`config.mk`:
```
export PLATFORM = sky130hd
export DESIGN_NAME = fetch_status_ctrl
export DESIGN_NICKNAME = d
export VERILOG_FILES = /design/src/rtl/fsc_pkg.sv /design/src/rtl/fsc_stall_flags.sv /design/src/rtl/fsc_status_fsm.sv /design/src/rtl/fsc_pc_load.sv /design/src/rtl/fetch_status_ctrl.sv
export SDC_FILE = /design/constraint.sdc
export NUM_CORES = 1
export LEC_CHECK = 0
export CAP_MARGIN = 25
export CORE_MARGIN = 2
export CORE_UTILIZATION = 40
export CTS_BUF_LIST = sky130_fd_sc_hd__clkbuf_2 sky130_fd_sc_hd__clkbuf_4 sky130_fd_sc_hd__clkbuf_8
export DETAILED_ROUTE_END_ITERATION = 8
export PLACE_DENSITY = 0.73
export SYNTH_ARGS = -nofsm -noshare
export SYNTH_HDL_FRONTEND = slang
export SYNTH_SLANG_ARGS = --single-unit
```
`constraint.sdc`:
```
create_clock -name clk_i -period 5.1 [get_ports clk_i]
set_clock_uncertainty 0.2 [all_clocks]
set_input_delay 1.53 -clock clk_i [delete_from_list [all_inputs] [get_ports clk_i]]
set_output_delay 1.53 -clock clk_i [all_outputs]
set_load 0.02 [all_outputs]
```
`src/rtl/fsc_pkg.sv`:
```
package fsc_pkg;
  typedef enum logic [2:0] {
    ST_RUN     = 3'd0,
    ST_SQUASH  = 3'd1,
    ST_BLOCK   = 3'd2,
    ST_WRESP   = 3'd3,
    ST_WRETRY  = 3'd4,
    ST_ACC     = 3'd5,
    ST_TRAP    = 3'd6,
    ST_QUIESCE = 3'd7
  } fetch_st_e;
endpackage

```
`src/rtl/fsc_stall_flags.sv`:
```
module fsc_stall_flags #(
  parameter int unsigned N_STAGES = 4
) (
  input  logic                clk_i,
  input  logic                rst_ni,
  input  logic [N_STAGES-1:0] blk_i,
  input  logic [N_STAGES-1:0] unblk_i,
  input  logic                ctx_switch_i,
  output logic [N_STAGES-1:0] flags_o,
  output logic                stalled_o
);
  logic [N_STAGES-1:0] flags_q, flags_d;

  for (genvar g = 0; g < N_STAGES; g++) begin : g_stage
    assign flags_d[g] = (flags_q[g] | blk_i[g]) & ~unblk_i[g];

    always_ff @(posedge clk_i or negedge rst_ni)
      if (!rst_ni) flags_q[g] <= 1'b0;
      else         flags_q[g] <= flags_d[g];

    assert_unblk_legal_R2: assert property (@(posedge clk_i) disable iff (!rst_ni)
      unblk_i[g] |-> (flags_q[g] && !blk_i[g]));
  end

  // stall view includes this cycle's pulses
  assign stalled_o = (|flags_d) | ctx_switch_i;
  assign flags_o   = flags_q;
endmodule

```
`src/rtl/fsc_status_fsm.sv`:
```
module fsc_status_fsm
  import fsc_pkg::*;
#(
  parameter int unsigned CNT_W = 8
) (
  input  logic             clk_i,
  input  logic             rst_ni,
  input  logic             stalled_i,
  input  logic             cmt_squash_i,
  input  logic             rob_squashing_i,
  input  logic             dec_squash_i,
  input  logic             resp_valid_i,
  input  logic             resp_match_i,
  input  logic             send_ok_i,
  input  logic             send_fail_i,
  input  logic             retry_ok_i,
  input  logic             fault_i,
  input  logic             quiesce_i,
  output fetch_st_e        state_o,
  output logic             take_cmt_o,
  output logic             take_dec_o,
  output logic [CNT_W-1:0] stray_cnt_o
);
  localparam logic [CNT_W-1:0] CNT_MAX = '1;

  fetch_st_e        st_q, st_d;
  logic             resp_take;
  logic [CNT_W-1:0] stray_q;

  always_comb begin
    st_d       = st_q;
    take_cmt_o = 1'b0;
    take_dec_o = 1'b0;
    resp_take  = 1'b0;
    if (cmt_squash_i) begin
      st_d       = ST_SQUASH;
      take_cmt_o = 1'b1;
    end else if (rob_squashing_i) begin
      st_d = ST_SQUASH;
    end else if (dec_squash_i && st_q != ST_SQUASH) begin
      st_d       = ST_SQUASH;
      take_dec_o = 1'b1;
    end else if (stalled_i && st_q != ST_WRESP) begin
      st_d = ST_BLOCK;
    end else begin
      unique case (st_q)
        ST_BLOCK, ST_SQUASH, ST_ACC: st_d = ST_RUN;
        ST_WRESP:
          if (resp_valid_i && resp_match_i) begin
            resp_take = 1'b1;
            st_d      = stalled_i ? ST_BLOCK : ST_ACC;
          end
        ST_WRETRY: if (retry_ok_i) st_d = ST_WRESP;
        ST_RUN:
          if      (fault_i)     st_d = ST_TRAP;
          else if (quiesce_i)   st_d = ST_QUIESCE;
          else if (send_fail_i) st_d = ST_WRETRY;
          else if (send_ok_i)   st_d = ST_WRESP;
        default: st_d = st_q;
      endcase
    end
  end

  always_ff @(posedge clk_i or negedge rst_ni)
    if (!rst_ni) st_q <= ST_RUN;
    else         st_q <= st_d;

  always_ff @(posedge clk_i or negedge rst_ni)
    if (!rst_ni) stray_q <= '0;
    else if (resp_valid_i && !resp_take && stray_q != CNT_MAX) stray_q <= stray_q + 1'b1;

  assign state_o     = st_q;
  assign stray_cnt_o = stray_q;

  assert_cmt_squash_R4: assert property (@(posedge clk_i) disable iff (!rst_ni)
    cmt_squash_i |=> st_q == ST_SQUASH);
  assert_rob_hold_R5: assert property (@(posedge clk_i) disable iff (!rst_ni)
    rob_squashing_i |=> st_q == ST_SQUASH);
  assert_miss_kept_R7: assert property (@(posedge clk_i) disable iff (!rst_ni)
    (st_q == ST_WRESP && !cmt_squash_i && !rob_squashing_i && !dec_squash_i && !resp_valid_i)
    |=> st_q == ST_WRESP);
  assert_trap_hold_R12: assert property (@(posedge clk_i) disable iff (!rst_ni)
    (st_q == ST_TRAP && !cmt_squash_i && !rob_squashing_i && !dec_squash_i && !stalled_i)
    |=> st_q == ST_TRAP);
  assert_stray_mono_R10: assert property (@(posedge clk_i) disable iff (!rst_ni)
    !resp_valid_i |=> $stable(stray_q));
endmodule

```
`src/rtl/fsc_pc_load.sv`:
```
module fsc_pc_load #(
  parameter int unsigned AW         = 32,
  parameter int unsigned INST_BYTES = 4
) (
  input  logic          clk_i,
  input  logic          rst_ni,
  input  logic          take_cmt_i,
  input  logic [AW-1:0] cmt_target_i,
  input  logic          take_dec_i,
  input  logic [AW-1:0] dec_target_i,
  output logic          load_o,
  output logic [AW-1:0] pc_o,
  output logic [AW-1:0] npc_o
);
  localparam logic [AW-1:0] STEP = AW'(INST_BYTES);

  logic [AW-1:0] tgt;
  assign tgt = take_cmt_i ? cmt_target_i : dec_target_i;

  always_ff @(posedge clk_i or negedge rst_ni)
    if (!rst_ni) begin
      load_o <= 1'b0;
      pc_o   <= '0;
      npc_o  <= STEP;
    end else begin
      load_o <= take_cmt_i | take_dec_i;
      if (take_cmt_i || take_dec_i) begin
        pc_o  <= tgt;
        npc_o <= tgt + STEP;
      end
    end

  assert_pc_target_R4: assert property (@(posedge clk_i) disable iff (!rst_ni)
    take_cmt_i |=> (load_o && pc_o == $past(cmt_target_i)));
  assert_pc_hold_R6: assert property (@(posedge clk_i) disable iff (!rst_ni)
    (!take_cmt_i && !take_dec_i) |=> ($stable(pc_o) && !load_o));
endmodule

```
`src/rtl/fetch_status_ctrl.sv`:
```
module fetch_status_ctrl
  import fsc_pkg::*;
#(
  parameter int unsigned AW         = 32,
  parameter int unsigned INST_BYTES = 4,
  parameter int unsigned CNT_W      = 8,
  parameter int unsigned N_STAGES   = 4
) (
  input  logic                clk_i,
  input  logic                rst_ni,
  input  logic                thread_active_i,
  input  logic [N_STAGES-1:0] blk_i,
  input  logic [N_STAGES-1:0] unblk_i,
  input  logic                ctx_switch_i,
  input  logic                cmt_squash_i,
  input  logic [AW-1:0]       cmt_target_i,
  input  logic                rob_squashing_i,
  input  logic                dec_squash_i,
  input  logic [AW-1:0]       dec_target_i,
  input  logic                resp_valid_i,
  input  logic                resp_match_i,
  input  logic                send_ok_i,
  input  logic                send_fail_i,
  input  logic                retry_ok_i,
  input  logic                fault_i,
  input  logic                quiesce_i,
  output logic [2:0]          status_o,
  output logic                pc_load_o,
  output logic [AW-1:0]       pc_o,
  output logic [AW-1:0]       npc_o,
  output logic                stage_active_o,
  output logic [CNT_W-1:0]    stray_cnt_o
);
  logic                stalled, take_cmt, take_dec;
  logic [N_STAGES-1:0] flags;
  fetch_st_e           st;

  fsc_stall_flags #(.N_STAGES(N_STAGES)) u_flags (
    .clk_i, .rst_ni, .blk_i, .unblk_i, .ctx_switch_i,
    .flags_o(flags), .stalled_o(stalled)
  );

  fsc_status_fsm #(.CNT_W(CNT_W)) u_fsm (
    .clk_i, .rst_ni, .stalled_i(stalled), .cmt_squash_i, .rob_squashing_i,
    .dec_squash_i, .resp_valid_i, .resp_match_i, .send_ok_i, .send_fail_i,
    .retry_ok_i, .fault_i, .quiesce_i, .state_o(st), .take_cmt_o(take_cmt),
    .take_dec_o(take_dec), .stray_cnt_o
  );

  fsc_pc_load #(.AW(AW), .INST_BYTES(INST_BYTES)) u_pc (
    .clk_i, .rst_ni, .take_cmt_i(take_cmt), .cmt_target_i,
    .take_dec_i(take_dec), .dec_target_i, .load_o(pc_load_o), .pc_o, .npc_o
  );

  assign status_o       = st;
  assign stage_active_o = thread_active_i &&
                          (st == ST_RUN || st == ST_SQUASH || st == ST_ACC);

  assert_blocked_flags_R2: assert property (@(posedge clk_i) disable iff (!rst_ni)
    (|flags && !ctx_switch_i && !cmt_squash_i && !rob_squashing_i && !dec_squash_i
     && st != ST_WRESP && unblk_i == '0) |=> status_o == 3'd2);
  assert_active_gate_R13: assert property (@(posedge clk_i) disable iff (!rst_ni)
    stage_active_o |-> thread_active_i);
endmodule

```
==> results of run 1 <==
[worst min-delay path, stage by stage, from the launching register on]
cell     delay [ps]
dfrtp_1         350
nand2_1          50
o31ai_1          50
[power by group through the flow]
stage	Sequential (mW)	Combinational (mW)	Clock, mW
after floorplan	0.895	0.203	0
after global placement	0.795	0.623	0
after detailed placement	0.796	0.632	0
after CTS	0.786	0.634	0.516
after global routing	0.799	0.681	0.548
final	0.785	0.631	0.502
[sequential cells by signal, summed over array words and instances, names as in the netlist]
register           count
u_pc.load_o            1
u_flags.flags_o        4
u_fsm.stray_cnt_o      8
u_fsm.state_o          3
u_pc.npc_o            32
u_pc.pc_o             30
[layout make-up]
type / count / area (um^2) / area share
Multi-Input combinational cell: 346 / 2280 / 0.361
Timing Repair Buffer: 168 / 1680 / 0.266
Clock buffer: 10 / 131 / 0.0208
Sequential cell: 78 / 1950 / 0.309
Inverter: 6 / 22.5 / 0.00356
Clock inverter: 5 / 75.1 / 0.0119
Tap cell: 140 / 175 / 0.0277
[placed cells by master, fill, tap and decap left out, types with 6 or more instances in the layout]
cell             count
clkbuf_8             9
clkdlybuf4s50_1    160
nor4_1               8
nor3_1               7
o21ai_1              8
dfrtp_1             77
buf_4                6
xor2_1               8
nand4_1             14
o31a_1               6
a21oi_1             42
mux2i_1             28
mux2_2               7
nor2_1              55
o31ai_1             11
nand3_1             13
nand2_1             44
xnor2_1             16
[cells by family (layout without fill, tap and decap cells)]
group	count (synthesis)	after routing
AND/OR/NAND/NOR	176	176
buffers and inverters	33	189
flip-flops	78	78
AO/OA/AOI/OAI	108	108
multiplexers	36	36
adder cells (fa/ha/maj)	2	2
XOR/XNOR	24	24
[per-layer routing]
layer	GRT usage	vias up	routed length [um]
li1	-	1962	-
met3	0.0562	10	947
met2	0.342	159	5940
met1	0.284	1946	5320
met5	0	-	0
met4	0.0540	0	137
[worst max-delay path by stage]
stage | cells past startpoint | endpoint | slack (ps) | startpoint
6_report | 3 | stage_active_o | 640 | thread_active_i
5_1_grt | 3 | stage_active_o | 620 | thread_active_i
4_1_cts | 3 | stage_active_o | 640 | thread_active_i
3_5_place_dp | 3 | stage_active_o | 640 | thread_active_i
3_3_place_gp | 3 | stage_active_o | 660 | thread_active_i
2_1_floorplan | 11 | u_pc.npc_o[26]$_DFFE_PN0P_ | 1060 | cmt_squash_i
==> impl_metrics.toml, run 1 <==
[power]
pwr-share-seq = 0.409
p_total_mw = 1.92
leakagePower_nw = 2.57
internal_power_mw = 1.30
p_clk_frac = 0.262
power_density_mw_per_mm2 = 303
combPwrFrac = 0.329
vdd_ir_drop_max_uv = 232
p_switching_uw = 618
sw_frac_of_total = 0.322

[detailed_routing]
antenna_left = 0
routed_wl_um = 12300
initialDrtViolationCount = 215
drcViolationCount = 0
viasPerCell = 5.41
wire_per_inst_um = 16.4
drt-pass1-iter-count = 5
routed-via-count = 4077

[sta]
fmax_mhz = 224
fin_ws_ps = 643
layout_min_cycle_time_ps = 4460
setup_viol = 0
slew_headroom = 0.479
hold_violations = 0
rsz0062_at_grt = "no"
hold_ws_ps = 283
slew_violations = 0
max_slew.worst_pin.slew_ps = 774
fin_crit_sh = 0.874
fin_tns_setup_ps = 0

[worst_setup_path]
slowest_stage = "clkdlybuf4s50_1"
r2r_start = "u_fsm.state_o[1]$_DFFE_PN0P_"
worstPathArrival_ps = 2730
timing.rr.end = "u_pc.pc_o[11]$_DFFE_PN0P_"
cp-start-kind = "primary input"
cp_top_family = "buffers and inverters"
reg2reg_depth = 7
worstSetupPathType = "in2out"
crit_fanout = 1
regToRegSetupSlack_ps = 2360
required_ps = 3370
critPathCaptureType = "primary output"
cp_cell_sequence = "clkdlybuf4s50_1 -> and3b_1 -> clkdlybuf4s50_1"
cpMostUsedCell = "clkdlybuf4s50_1"
path_buf_inv = 2
critical-path-max-stage-delay_ps = 600

[global_routing]
grt_max_degree = 79
grt_pass1_wl_um = 19600
antenna_found_initial = 0
grt_pass1_vias = 3909
gr-total-overflow = 0
track_usage = 0.212

[final_layout]
final_cells = 753
nets = 697
drive_gt1_frac = 0.0734
fillers = 960
fin_util = 0.586
antenna_cells = 0
area_growth_pct = 43.6
stdcell_area_mm2 = 0.00632

[cts]
cts_hold_buf = 0
post_cts_buffers = 0
h-tree-depth = 3
clk_pin_slew_ps = 70
clockBufferDepth = 2
cts.sinks = 78
cts.repair.resized = 0
root_buffer = "clkbuf_8"
clkLatencyLatePin_ps = 350
numCtsBuffers = 9
cts_tree = "built"

[die]
core_mm2 = 0.0108
die_w_um = 109
chipHeight_um = 109
die_area_mm2 = 0.0119
start_util = 0.408
io_pins = 163
fp-row-count = 38

[synthesis]
synth_mux_area_frac = 0.0841
syn_inst = 457
synthFlopType = "dfrtp_1"
yosys.area_share.simple = 0.214
synth_xor_area_frac = 0.0477
synth_top_cells_by_area = "dfrtp_1, mux2i_1, a21oi_1"
avgSynthCellArea_um2 = 9.63
synth_top_family_by_area = "simple AND/OR/NAND/NOR gates"
yosysMostFrequentCell = "dfrtp_1"
ys_ff_latch = 78
synthAdderAreaFrac = 0.00568
ys_async_sr_fraction = 1.00
synth-edff-count = 0
synth_fp_nets = 545
yosys_warnings = 0
synth_area_mm2 = 0.00440
yosysTopAreaCellShare = 0.438
netlist_top_cells_count = "dfrtp_1, nor2_1, nand2_1, a21oi_1, mux2i_1"
synth-compound-area-share = 0.164
yosysUniqueCellTypes = 63
yosysSeqAreaShare = 0.444
synth_area_leader_cell = "dfrtp_1"

[placed_design]
pre_cts_ws_ps = 643
placed_cell_area_mm2 = 0.00609
gp_congestion = 0.844
port_buffers = 162
placed_cells = 737
post-dp-hpwl_um = 9290

[worst_hold_path]
hp-class = "reg2reg"
holdPathEnd = "u_pc.npc_o[21]$_DFFE_PN0P_"
hold_depth = 2
hold_path_startpoint = "u_pc.npc_o[21]$_DFFE_PN0P_"

[run]
timing.max_cap.violations = 0

[outcome]
outcome = "finished clean"
(Power assumes the default switching activity.)
==> run 2: changes to the inputs <==
--- a/config.mk
+++ b/config.mk
@@ -9,8 +9,10 @@
 export CORE_MARGIN = 2
 export CORE_UTILIZATION = 40
 export CTS_BUF_LIST = sky130_fd_sc_hd__clkbuf_2 sky130_fd_sc_hd__clkbuf_4 sky130_fd_sc_hd__clkbuf_8
+export CTS_CLUSTER_SIZE = 24
 export DETAILED_ROUTE_END_ITERATION = 8
 export PLACE_DENSITY = 0.73
+export SLEW_MARGIN = 0
 export SYNTH_ARGS = -nofsm -noshare
 export SYNTH_HDL_FRONTEND = slang
 export SYNTH_SLANG_ARGS = --single-unit
==> results of run 2 <==
No change in the layout: final DEF, timing and power equal those of run 1.
